File: src/rtl/serial_audio_rx_pkg.sv
package serial_audio_rx_pkg;

  typedef enum logic [1:0] {
    FMT_RJ_MSB = 2'b00,
    FMT_RJ_LSB = 2'b01,
    FMT_LJ     = 2'b10,
    FMT_I2S    = 2'b11
  } frame_fmt_e;

  typedef struct packed {
    frame_fmt_e  fmt;
    logic [1:0]  wlen;
  } rx_cfg_t;

  // Two codes map onto the widest word
  function automatic int unsigned word_bits(input logic [1:0] wl);
    case (wl)
      2'b00:   return 16;
      2'b10:   return 20;
      default: return 24;
    endcase
  endfunction

endpackage

File: src/rtl/serial_audio_rx_sync.sv
module serial_audio_rx_sync #(
  parameter int W      = 3,
  parameter int STAGES = 2
) (
  input  logic         clk,
  input  logic         rst_n,
  input  logic [W-1:0] din,
  output logic [W-1:0] dout
);

  logic [W-1:0] stage_q [STAGES];

  always_ff @(posedge clk or negedge rst_n) begin
    if (!rst_n) begin
      for (int s = 0; s < STAGES; s++) stage_q[s] <= '0;
    end else begin
      stage_q[0] <= din;
      for (int s = 1; s < STAGES; s++) stage_q[s] <= stage_q[s-1];
    end
  end

  assign dout = stage_q[STAGES-1];

endmodule

File: src/rtl/serial_audio_rx_align.sv
module serial_audio_rx_align
  import serial_audio_rx_pkg::*;
#(
  parameter int SAMPLE_W = 24
) (
  input  logic [SAMPLE_W-1:0] shreg,
  input  rx_cfg_t             cfg,
  output logic [SAMPLE_W-1:0] aligned
);

  localparam int NB_W = $clog2(SAMPLE_W + 1);

  logic [NB_W-1:0]     nbits;
  logic [SAMPLE_W-1:0] raw;
  logic [SAMPLE_W-1:0] rev;
  logic                lsb_first;

  assign nbits     = NB_W'(word_bits(cfg.wlen));
  assign lsb_first = (cfg.fmt == FMT_RJ_LSB);

  // Oldest received bit (LSB in LSB-first order) sits highest in the register
  always_comb begin
    rev = '0;
    for (int i = 0; i < SAMPLE_W; i++) begin
      if (i < int'(nbits)) rev[i] = shreg[int'(nbits) - 1 - i];
    end
  end

  always_comb begin
    raw = '0;
    for (int i = 0; i < SAMPLE_W; i++) begin
      if (i < int'(nbits)) raw[i] = lsb_first ? rev[i] : shreg[i];
    end
    aligned = raw << (SAMPLE_W - int'(nbits));
  end

endmodule

File: src/rtl/serial_audio_rx_framer.sv
module serial_audio_rx_framer
  import serial_audio_rx_pkg::*;
#(
  parameter int SAMPLE_W = 24,
  parameter int POS_W    = 7
) (
  input  logic                clk,
  input  logic                rst_n,
  input  logic                sck_s,
  input  logic                ws_s,
  input  logic                sd_s,
  input  rx_cfg_t             cfg,
  input  logic                restart,
  output logic                word_stb,
  output logic [SAMPLE_W-1:0] word_data,
  output logic                word_right
);

  localparam logic [POS_W-1:0] POS_MAX = '1;

  logic                sck_d;
  logic                ws_q;
  logic                armed;
  logic [POS_W-1:0]    pos_q;
  logic [SAMPLE_W-1:0] shreg;

  logic                sck_rise;
  logic                ws_edge;
  logic [POS_W-1:0]    pos_cur;
  logic [POS_W-1:0]    nb;
  logic                cap;
  logic                left_now;
  logic [SAMPLE_W-1:0] aligned;

  assign sck_rise = sck_s & ~sck_d;
  assign ws_edge  = ws_s ^ ws_q;
  assign pos_cur  = ws_edge ? '0 : pos_q;
  assign nb       = POS_W'(word_bits(cfg.wlen));

  // Which bit positions inside a half period are part of the word
  always_comb begin
    case (cfg.fmt)
      FMT_LJ:  cap = (pos_cur < nb);
      FMT_I2S: cap = (pos_cur >= POS_W'(1)) && (pos_cur <= nb);
      default: cap = 1'b1;
    endcase
  end

  // Channel of the word that is ending, from the level it was framed under
  assign left_now = (cfg.fmt == FMT_I2S) ? ~ws_q : ws_q;

  serial_audio_rx_align #(.SAMPLE_W(SAMPLE_W)) u_align (
    .shreg   (shreg),
    .cfg     (cfg),
    .aligned (aligned)
  );

  always_ff @(posedge clk or negedge rst_n) begin
    if (!rst_n) begin
      sck_d      <= 1'b0;
      ws_q       <= 1'b0;
      armed      <= 1'b0;
      pos_q      <= '0;
      shreg      <= '0;
      word_stb   <= 1'b0;
      word_data  <= '0;
      word_right <= 1'b0;
    end else begin
      sck_d    <= sck_s;
      word_stb <= 1'b0;
      if (restart) armed <= 1'b0;
      if (sck_rise) begin
        ws_q <= ws_s;
        if (ws_edge && !restart) begin
          if (armed) begin
            word_stb   <= 1'b1;
            word_data  <= aligned;
            word_right <= ~left_now;
          end
          armed <= 1'b1;
        end
        if (cap) shreg <= {shreg[SAMPLE_W-2:0], sd_s};
        pos_q <= (pos_cur == POS_MAX) ? pos_cur : pos_cur + POS_W'(1);
      end
    end
  end

endmodule

File: src/rtl/serial_audio_rx_outq.sv
module serial_audio_rx_outq #(
  parameter int SAMPLE_W = 24
) (
  input  logic                clk,
  input  logic                rst_n,
  input  logic                in_stb,
  input  logic [SAMPLE_W-1:0] in_data,
  input  logic                in_right,
  output logic                out_valid,
  input  logic                out_ready,
  output logic [SAMPLE_W-1:0] out_data,
  output logic                out_right
);

  logic take;

  assign take = in_stb && (!out_valid || out_ready);

  always_ff @(posedge clk or negedge rst_n) begin
    if (!rst_n) begin
      out_valid <= 1'b0;
      out_data  <= '0;
      out_right <= 1'b0;
    end else if (take) begin
      out_valid <= 1'b1;
      out_data  <= in_data;
      out_right <= in_right;
    end else if (out_valid && out_ready) begin
      out_valid <= 1'b0;
    end
  end

endmodule

File: src/rtl/serial_audio_rx.sv
module serial_audio_rx
  import serial_audio_rx_pkg::*;
#(
  parameter int SAMPLE_W  = 24,
  parameter int SYNC_DEPTH = 2,
  parameter int POS_W     = 7
) (
  input  logic                clk,
  input  logic                rst_n,
  input  logic                sd_in,
  input  logic                sck_in,
  input  logic                ws_in,
  input  logic [1:0]          fmt_sel,
  input  logic [1:0]          wlen_sel,
  output logic                smp_valid,
  input  logic                smp_ready,
  output logic [SAMPLE_W-1:0] smp_data,
  output logic                smp_right,
  output logic                cfg_changed
);

  logic [2:0]          wires_s;
  rx_cfg_t             cfg_pins;
  rx_cfg_t             cfg_q;
  logic                cfg_live;
  logic                restart;
  logic                word_stb;
  logic [SAMPLE_W-1:0] word_data;
  logic                word_right;

  serial_audio_rx_sync #(.W(3), .STAGES(SYNC_DEPTH)) u_sync (
    .clk   (clk),
    .rst_n (rst_n),
    .din   ({sck_in, ws_in, sd_in}),
    .dout  (wires_s)
  );

  assign cfg_pins = '{fmt: frame_fmt_e'(fmt_sel), wlen: wlen_sel};
  assign restart  = cfg_live && (cfg_pins != cfg_q);

  always_ff @(posedge clk or negedge rst_n) begin
    if (!rst_n) begin
      cfg_q       <= '{fmt: FMT_RJ_MSB, wlen: 2'b00};
      cfg_live    <= 1'b0;
      cfg_changed <= 1'b0;
    end else begin
      cfg_q       <= cfg_pins;
      cfg_live    <= 1'b1;
      cfg_changed <= restart;
    end
  end

  serial_audio_rx_framer #(.SAMPLE_W(SAMPLE_W), .POS_W(POS_W)) u_framer (
    .clk        (clk),
    .rst_n      (rst_n),
    .sck_s      (wires_s[2]),
    .ws_s       (wires_s[1]),
    .sd_s       (wires_s[0]),
    .cfg        (cfg_q),
    .restart    (restart),
    .word_stb   (word_stb),
    .word_data  (word_data),
    .word_right (word_right)
  );

  serial_audio_rx_outq #(.SAMPLE_W(SAMPLE_W)) u_outq (
    .clk       (clk),
    .rst_n     (rst_n),
    .in_stb    (word_stb),
    .in_data   (word_data),
    .in_right  (word_right),
    .out_valid (smp_valid),
    .out_ready (smp_ready),
    .out_data  (smp_data),
    .out_right (smp_right)
  );

endmodule

File: config.mk
export PLATFORM = sky130hd
export DESIGN_NAME = serial_audio_rx
export DESIGN_NICKNAME = d
export VERILOG_FILES = /design/src/rtl/serial_audio_rx_pkg.sv /design/src/rtl/serial_audio_rx_sync.sv /design/src/rtl/serial_audio_rx_align.sv /design/src/rtl/serial_audio_rx_framer.sv /design/src/rtl/serial_audio_rx_outq.sv /design/src/rtl/serial_audio_rx.sv
export SDC_FILE = /design/constraint.sdc
export NUM_CORES = 1
export LEC_CHECK = 0
export ABC_AREA = 0
export BUFFER_PORTS_ARGS = -buffer_cell sky130_fd_sc_hd__buf_2
export CORE_AREA = 4 4 107 109
export CTS_CLUSTER_SIZE = 20
export DETAILED_ROUTE_END_ITERATION = 8
export DIE_AREA = 0 0 111 113
export GPL_TIMING_DRIVEN = 0
export PLACE_DENSITY_LB_ADDON = 0.2
export SETUP_SLACK_MARGIN = 0.5
export SYNTH_ARGS = -nofsm -noshare
export SYNTH_HDL_FRONTEND = slang
export SYNTH_SLANG_ARGS = --single-unit
File: constraint.sdc
create_clock -name clk -period 3.68 [get_ports clk]
set_input_delay 0.368 -clock clk [delete_from_list [all_inputs] [get_ports clk]]
set_output_delay 0.368 -clock clk [all_outputs]
set_load 0.02 [all_outputs]
# Word level (Yosys, flattened, before mapping)
# Index checks and enable logic that the tools add are counted.
[word_totals]
reg_bits = 98
elab_cells = 251
out_inout_bits = 27
inputBits = 10
[op_classes]
n_eq_ne = 6
shift = 1
bitwise_logic = 5
n_lt_le_gt_ge = 51
reduce_logical = 12
addsub = 26
muxes = 133
[ops]
columns = ["op", "count"]
rows = [
  ["$lt A32 B7 Y1 const B", 22],
  ["$bmux W1 S5", 24],
  ["$mux W1", 105],
  ["$sub A6 B5 Y7 const B", 8],
  ["$sub A6 B6 Y7 const B", 8],
  ["$lt A4 B5 Y1 const A", 8],
  ["$lt A5 B5 Y1 const A", 8],
  ["$shl A24 B32 Y24", 1],
  ["$sub A6 B4 Y7 const B", 4],
  ["$lt A3 B5 Y1 const A", 4],
  ["$mux W7", 2],
  ["$sub A6 B3 Y7 const B", 2],
  ["$lt A1 B5 Y1 const A", 2],
  ["$lt A2 B5 Y1 const A", 2],
  ["$pmux W4 S2", 1],
  ["$add A7 B1 Y7 const B", 1],
  ["$eq A7 B7 Y1 const B", 1],
  ["$ge A7 B1 Y1 const B", 1],
  ["$le A7 B5 Y1", 1],
  ["$lt A6 B7 Y1 const B", 1],
  ["$lt A7 B5 Y1", 1],
  ["$lt A7 B7 Y1 const B", 1],
  ["$sub A6 B2 Y7 const B", 1],
  ["$eq A2 B2 Y1 const B", 3],
  ["15 further kinds", 22],
]

# Depth between registers and ports, before layout
# Gate-level depths: netlist of the first run.
[logic_depth]
depth_word = 10
mapped_depth = 11
depth_no_buf = 9

# Cells and area by module
# From an unflattened synthesis of the first run, not the netlist that was laid out.
[unflattened]
cells_unflattened = 371
hier_area_um2 = 4742.0
[modules_own_cells]
columns = ["mod", "area_per_inst_um2", "instances", "cells_per_inst", "seq_area_each_um2"]
rows = [
  ["serial_audio_rx_framer", 2474.9, 1, 170, 1501.4],
  ["serial_audio_rx_outq", 1079.8, 1, 56, 650.6],
  ["serial_audio_rx_align", 814.5, 1, 124, 0.0],
  ["serial_audio_rx", 200.2, 1, 12, 150.1],
  ["serial_audio_rx_sync", 172.7, 1, 9, 150.1],
]

# Worst setup path after synthesis of the first run
# No wires, ideal clock.
[synth_path]
path_type = "register to register"
from = "register u_framer.ws_q"
to = "register u_framer.shreg[0]"
arrival_time_ps = 2450
setup_slack_ps = 1105
setup_ps = 125
required_time_ps = 3555
n_path_buf = 2
path_stages_with_launch = 11
synth_period_minus_slack_ps = 2575
cell_sequence = "dfrtp_1 > xnor2_1 > buf_6 > nand2_1 > ha_1 > or4b_1 > nor4_2 > o31ai_1 > o211ai_2 > buf_6 > mux2_4"
[synth_via]
elab_chain_cells = 6
word_cells_on_any_way = 8
cone_classes = "order compare: 3; mux: 2; bitwise: 1; reduce/logical: 2"
[synth_lines]
columns = ["element", "line_no", "text"]
rows = [
  ["start, declared", "serial_audio_rx_framer.sv:22", "logic ws_q;"],
  ["start signal, assigned", "serial_audio_rx_framer.sv:73", "ws_q <= ws_s;"],
  ["$xor A1 B1 Y1 *", "serial_audio_rx_framer.sv:36", "assign ws_edge = ws_s ^ ws_q;"],
  ["$mux W7 *", "serial_audio_rx_framer.sv:37", "assign pos_cur = ws_edge ? '0 : pos_q;"],
  ["$ge A7 B1 Y1 or $le A7 B5 Y1 (tied branches)", "serial_audio_rx_framer.sv:44", "FMT_I2S: cap = (pos_cur >= POS_W'(1)) && (pos_cur <= nb);"],
  ["$logic_and A1 B1 Y1", "serial_audio_rx_framer.sv:44", ""],
  ["$pmux W1 S2 *", "serial_audio_rx_framer.sv:42", "case (cfg.fmt)"],
  ["$reduce_and A2 Y1 (no source line) *", "--", ""],
  ["end signal, assigned", "serial_audio_rx_framer.sv:82", "if (cap) shreg <= {shreg[SAMPLE_W-2:0], sd_s};"],
  ["end, declared", "serial_audio_rx_framer.sv:25", "logic [SAMPLE_W-1:0] shreg;"],
]
# Every way passes the cells marked *; elsewhere a longest branch is shown, timed or not.
# A chain may end at the register's enable or synchronous reset.

# Final worst setup path of the first run
[layout_path]
from = "register u_framer.ws_q"
to = "register u_framer.shreg[14]"
# The elaborated chain is that of the path after synthesis.

==> key figures, run 1 <==
Status
  – Outcome: finished clean

Critical path
  – WS Path Type: reg -> reg
  – Crit start category: register
  – Required time of the critical path: 3.93 ns
  – CP Max Fanout: 10
  – Arr. time, crit path: 3.11 ns
  – Crit end category: register

Floorplan
  – Die H: 113 µm
  – Die Area: 12500 µm²
  – Die width: 111 µm
  – Core Region: 10600 µm²
  – I/O pin cnt: 37
  – Row cnt: 38
  – Initial Utilization: 42.5%

Cells and area
  – Multi-input gate area: 1910 µm²
  – Fin cells: 592
  – Area delta synth->final: 12.8%
  – N_diodes: 0
  – Share of cells above drive strength 1: 25.9%
  – Fillers: 999
  – # nets final: 460
  – FF+latch area: 2450 µm²

STA
  – Post-Route Hold Slack: 0.102 ns
  – Slew Viols, Final: 0
  – Setup TNS: 0 ns
  – Final Hold Violating Endpoints: 0
  – Unrepaired setup endpoints after global routing: false
  – Tcrit/Tclk final: 77.7%
  – Tightest Pin Transition: 0.595 ns
  – Max_slew headroom: 60.3%
  – Final setup viols: 0
  – Clock Skew: 0.0117 ns
  – Fmax: 0.350 GHz
  – Post-route minimum period: 2.86 ns

Pwr
  – Final Power: 2.71 mW
  – Cell area power density: 534 nW/µm²
  – Seq pwr share: 54.7%
  – Switching power share of the total: 32.2%
  – Worst VDD drop: 0.213 mV
  – Leak pwr: 2.49 nW
  – Combinational share of power: 21.8%
  – Cell-internal power: 1.84 mW
  – Clk pwr share: 23.5%
  – Psw: 0.875 mW

Synthesis
  – Average cell area after synthesis: 11.3 µm²
  – Flops & latches, synth: 98
  – Post-Synthesis Cells: 398
  – YS warnings: 0
  – Synthesized area: 4500 µm²
  – Register area share after synthesis: 54.5%
  – Synth cell types: 43
  – Synth Net Count: 411

CTS
  – CTS sink count: 98
  – CTS H-Tree Depth: 3
  – Clock root buffer: clkbuf_8
  – CTS tree: done
  – Total CTS buffers: 9
  – Clock-pin transition on the worst setup and hold timing paths: 0.09 ns
  – Clock latency on the worst-skew pair: 0.37 ns
  – CTS max path bufs: 2

Global route
  – Gr ovfl total: 0
  – Gr usage total: 15.6%
  – Vias in the first global route: 3037
  – First-pass GRT wire length: 15800 µm
  – Antenna violations before repair: 0
  – Largest net degree at the start of global routing: 62

Route
  – Wirelength per Cell: 15.6 µm
  – Remaining antenna violation count: 0
  – DRC viols: 0
  – Drt first pass iters: 4
  – Drt initial violations: 148
  – Vias/cell: 5.19
  – Via Count: 3073
  – DRT Wirelength: 9230 µm

Placed design
  – Number of port buffers: 36
  – Dpl cells: 575
  – GPL Wtd Cong: 0.894
  – DP HPWL: 6690 µm

Run
  – Number of max-cap violations: 0

Hold path
  – Worst min path class: in -> reg
-- routing by layer --
layer | up-vias | part of all wire, % | global-route usage (%)
met2 | 72 | 47 | 24.7
met1 | 1503 | 47 | 21.3
met5 | - | 0 | 0
li1 | 1489 | - | -
met3 | 9 | 4.7 | 4.01
met4 | 0 | 1.3 | 5.17
-- power groups by stage --
| stage | clock, mW | sequential, mW | combinational [mW] |
|---|---|---|---|
| 3_3_place_gp | 0 | 1.50 | 0.581 |
| 5_1_grt | 0.711 | 1.52 | 0.662 |
| 2_1_floorplan | 0 | 1.45 | 0.430 |
| 4_1_cts | 0.661 | 1.49 | 0.596 |
| 6_report | 0.637 | 1.48 | 0.591 |
| 3_5_place_dp | 0 | 1.51 | 0.594 |
-- final cells by class --
class / instances / area share [%]
multi-input cells: 272 / 37.7
inverters: 6 / 0.444
well taps: 140 / 3.45
repair buffers: 38 / 4.34
plain buffers: 22 / 2.22
flip-flops and latches: 98 / 48.3
clock buffers: 11 / 2.78
clock inverters: 5 / 0.764
-- synthesized netlist by cell type (all sizes together) --
master / count / share of area (%)
mux2i: 14 / 3.1
maj3: 1 / 0.22
o21ai: 28 / 3.1
nand2b: 3 / 0.42
nand2: 65 / 5.4
nor2b: 3 / 0.42
o22ai: 4 / 0.56
a41oi: 1 / 0.19
conb: 1 / 0.083
xor2: 6 / 1.2
a221oi: 3 / 0.58
dfrtp: 98 / 54
or4b: 1 / 0.22
nand3: 6 / 0.78
nand4b: 1 / 0.19
a22o: 3 / 0.58
ha: 3 / 0.83
nor2: 27 / 2.3
clkbuf: 13 / 1.1
a211oi: 2 / 0.33
nor3: 3 / 0.33
inv: 6 / 0.50
nor4: 1 / 0.28
a21oi: 13 / 1.4
xnor2: 2 / 0.39
a31oi: 8 / 1.1
nand4: 1 / 0.14
o211ai: 1 / 0.28
o21a: 1 / 0.17
mux2: 53 / 15
o2111ai: 1 / 0.19
o31ai: 10 / 1.7
and3: 3 / 0.42
o41ai: 1 / 0.36
or2b: 1 / 0.17
nor3b: 1 / 0.17
buf: 9 / 1.4
-- path summary, 6_finish.rpt --
check                                  start             endpoint  slack [ns]  depth (start not counted)
setup / recovery               u_framer.ws_q   u_framer.shreg[14]        0.82                         10
hold / removal                        sck_in    u_sync.stage_q[5]        0.10                          1
setup reg to reg               u_framer.ws_q   u_framer.shreg[14]        0.82                         10
hold reg to reg            u_sync.stage_q[3]       u_sync.dout[0]        0.36                          0
max in group asynchronous              rst_n    u_framer.shreg[7]        2.52                          3
min in group asynchronous              rst_n  u_outq.out_data[20]        0.49                          2
-- through the flow --
stage	instance area, µm²	setup WS (ns)	util (%)
2_1_floorplan	4500	1.10	-
3_3_place_gp	4860	0.862	45.8
3_5_place_dp	4890	0.831	46.1
4_1_cts	5080	0.802	47.9
5_1_grt	5080	0.684	47.9
6_report	5080	0.820	47.9
-- kinds of logic after synthesis --
logic type               share of synthesized area (%)
AND/OR/NAND/NOR                                   11.2
other                                           0.0833
AO/OA/AOI/OAI                                     10.6
flip-flops                                        54.5
buffers and inverters                             3.00
adder cells (fa/ha/maj)                           1.06
XOR/XNOR                                          1.56
multiplexers                                      18.0
-- critical path: stages, from the launching register on --
cell	delay, ns
dfrtp_1	0.43
xnor2_1	0.28
buf_6	0.19
nand2_1	0.10
ha_1	0.23
or4b_1	0.51
nor4_2	0.14
o31ai_1	0.13
o211ai_2	0.20
buf_6	0.24
mux2_4	0.31
-- cells in the final DEF, fill, tap and decap left out, drive strengths merged, types with 2 or more instances in the layout --
| cell | instances |
|---|---|
| a211oi | 2 |
| a22o | 3 |
| buf | 46 |
| a31oi | 8 |
| mux2i | 14 |
| dfrtp | 98 |
| o22ai | 4 |
| nand2 | 65 |
| xor2 | 6 |
| and3 | 3 |
| clkinv | 3 |
| ha | 3 |
| nand2b | 3 |
| nand3 | 6 |
| o21ai | 28 |
| nor3 | 3 |
| xnor2 | 2 |
| mux2 | 53 |
| a21oi | 13 |
| a221oi | 3 |
| nor2 | 27 |
| o31ai | 10 |
| inv | 7 |
| clkbuf | 24 |
| nor2b | 3 |
-- flip-flops by register name (all words and copies together), names as in the netlist --
name                 flops
u_framer.shreg          24
u_framer.word_data      24
u_outq.out_data         24
u_framer.pos_q           7
cfg_q                    4
u_sync.dout              3
u_sync.stage_q           3
cfg_changed              1
cfg_live                 1
u_framer.armed           1
u_framer.sck_d           1
u_framer.word_right      1
u_framer.word_stb        1
u_framer.ws_q            1
u_outq.out_right         1
u_outq.out_valid         1
-- what timing repair did --
action,in CTS,in global routing
endpoints found under the hold margin,37,0
endpoints found under the setup margin,0,0
resized for setup,0,0
hold buffers,1,0
buffers inserted,0,0
Note: power is estimated with default switching activity, not from simulation.
==> inputs of run 2 (changes only) <==
- clock period: 3.68 -> 2.5 ns (I/O delays scaled with it)
==> key figures, run 2 (same netlist as run 1, synthesis figures left out) <==
Floorplan
  – Die H: 113 µm (unchanged)
  – I/O pin cnt: 37 (unchanged)
  – Core Region: 10600 µm² (unchanged)
  – Die Area: 12500 µm² (unchanged)
  – Row cnt: 38 (unchanged)
  – Initial Utilization: 42.5% (unchanged)
  – Die width: 111 µm (unchanged)

Route
  – DRC viols: 0 (unchanged)
  – Via Count: 3232 (was 3073)
  – Drt initial violations: 95 (was 148)
  – WL met1: 4560 µm (was 4340 µm)
  – Routed wl met3: 376 µm (was 434 µm)
  – Top Layer Used: met4 (unchanged)
  – Wirelength per Cell: 16.4 µm (was 15.6 µm)
  – Met2 wire len: 4970 µm (was 4330 µm)
  – Vias/cell: 5.26 (was 5.19)
  – DRT Wirelength: 10100 µm (was 9230 µm)
  – Remaining antenna violation count: 0 (unchanged)
  – Drt first pass iters: 4 (unchanged)

CTS
  – CTS max path bufs: 2 (unchanged)
  – CTS sink count: 98 (unchanged)
  – Total CTS buffers: 9 (unchanged)
  – Clock latency on the worst-skew pair: 0.37 ns (about the same)
  – Clock-pin transition on the worst setup and hold timing paths: 0.10 ns (was 0.09 ns)
  – CTS tree: done (unchanged)
  – CTS H-Tree Depth: 3 (unchanged)
  – Clock root buffer: clkbuf_8 (unchanged)

STA
  – Final WS setup: -0.106 ns (was 0.820 ns)
  – Max_slew headroom: 60.5% (was 60.3%)
  – Fmax: 0.384 GHz (was 0.350 GHz)
  – Tcrit/Tclk final: 104% (was 77.7%)
  – Slew Viols, Final: 0 (unchanged)
  – Final setup viols: 24 (was 0)
  – Clock Skew: 0.0164 ns (was 0.0117 ns)
  – Tightest Pin Transition: 0.593 ns (was 0.595 ns)
  – Unrepaired setup endpoints after global routing: true (was false)
  – Post-route minimum period: 2.61 ns (was 2.86 ns)
  – Final Hold Violating Endpoints: 0 (unchanged)

Critical path
  – WS Path Type: reg -> reg (unchanged)
  – Worst path max stage delay: 0.52 ns (was 0.51 ns)
  – Required time of the critical path: 2.76 ns (was 3.93 ns)
  – Crit path cell chain: xnor2_2, buf_6, nand2_4, ha_4, or4b_4, nor4_4, o31ai_2, o211ai_4, buf_6, mux2_4 (was xnor2_1, buf_6, nand2_1, ha_1, or4b_1, nor4_2, o31ai_1, o211ai_2, buf_6, mux2_4)
  – Most frequent CP cell: buf_6 (unchanged)
  – Crit start category: register (unchanged)
  – Slowest cell on the critical path: or4b_4 (was or4b_1)
  – Crit end category: register (unchanged)
  – CP Max Fanout: 6 (was 10)
  – Arr. time, crit path: 2.86 ns (was 3.11 ns)

Hold path
  – Worst min path class: in -> reg (unchanged)

Global route
  – Vias in the first global route: 3181 (was 3037)
  – Antenna violations before repair: 0 (unchanged)
  – Gr ovfl total: 0 (unchanged)
  – Largest net degree at the start of global routing: 57 (was 62)
  – First-pass GRT wire length: 16700 µm (was 15800 µm)
  – Gr usage total: 16.7% (was 15.6%)

Cells and area
  – Biggest regs: u_framer.shreg: 24 flops, u_framer.word_data: 24 flops, u_outq.out_data: 24 flops (unchanged)
  – Area delta synth->final: 20.8% (was 12.8%)
  – # nets final: 482 (was 460)
  – Commonest non-fill, non-tap cell in the layout: dfrtp_1 (unchanged)
  – Fin cells: 614 (was 592)
  – Share of cells above drive strength 1: 32.7% (was 25.9%)
  – N_diodes: 0 (unchanged)
  – Leading cell types in the layout, fill and taps excluded: dfrtp_1, nand2_1, buf_2 (unchanged)

Run
  – Number of max-cap violations: 0 (unchanged)

Pwr
  – Leak pwr: 2.64 nW (was 2.49 nW)
  – Worst VDD drop: 0.316 mV (was 0.213 mV)
  – Final Power: 4.27 mW (was 2.71 mW)
  – Cell area power density: 785 nW/µm² (was 534 nW/µm²)

Placed design
  – GPL Wtd Cong: 0.907 (was 0.894)
  – Number of port buffers: 36 (unchanged)
  – Dpl cells: 575 (unchanged)
  – DP HPWL: 6840 µm (was 6690 µm)

Status
  – Outcome: complete, but fails checks (was finished clean)
  – Failing checks: negative setup slack
-- run 2: final timing paths --
check	startpoint	to	slack (ns)	cells past startpoint
max in group asynchronous	rst_n	cfg_q[0]	1.43	3
worst max-delay path	u_sync.dout[1]	u_framer.shreg[7]	-0.11	10
worst min-delay path	fmt_sel[1]	cfg_q[3]	0.02	1
min in group asynchronous	rst_n	u_outq.out_data[9]	0.40	2
worst min register to register	u_sync.stage_q[5]	u_sync.dout[2]	0.35	0
worst max register to register	u_sync.dout[1]	u_framer.shreg[7]	-0.11	10
-- run 2: timing repair --
| item | CTS | global route |
|---|---|---|
| hold buffers | 6 | 1 |
| gates resized for setup | 12 | 32 |
| buffers inserted | 7 | 7 |
| endpoints found under the hold margin | 47 | 1 |
| cloned | 2 | 0 |
| setup endpoints to repair | 52 | 49 |
| pin swaps | 4 | 4 |
-- run 2: final cells by class --
type / count / area (µm²)
repair buffers: 60 / 412
flip-flops and latches: 98 / 2450
clock buffers: 9 / 124
clock inverters: 7 / 83.8
well taps: 140 / 175
fillers: 973 / 5160
inverters: 6 / 25.0
plain buffers: 22 / 126
multi-input cells: 272 / 2040
-- run 2: power by group --
group,internal [mW],switching (mW)
sequential,1.85,0.359
clock,0.482,0.590
combinational,0.523,0.463
total,2.86,1.41
-- run 2: per-stage QoR --
stage	hold slack, ns	utilization [%]	setup TNS (ns)	cell area [µm²]	setup WS, ns
after detailed placement	0.279	46.4	-3.11	4920	-0.162
after CTS	0.00220	50.0	-2.66	5300	-0.152
final	0.0200	51.3	-2.30	5440	-0.106
after floorplan	-0.0456	-	0	4540	0.0139
after global routing	0.0101	51.3	-5.14	5440	-0.231
after global placement	0.333	46.1	-3.28	4890	-0.168
-- run 2: worst max-delay path: cells and delay by family, from the launching register on --
kind            cells  cell delay [ns]
simple gates        3             0.74
compound gates      2             0.28
buf+inv             2             0.35
flops               1             0.43
mux                 1             0.30
xor+xnor            1             0.21
fa+ha+maj           1             0.17
-- run 2: metal layers --
| layer | global-route usage, % | vias to the layer above |
|---|---|---|
| li1 | - | 1536 |
| met5 | 0 | - |
| met1 | 22.8 | 1611 |
| met4 | 5.75 | 0 |
| met3 | 3.42 | 15 |
| met2 | 26.9 | 70 |
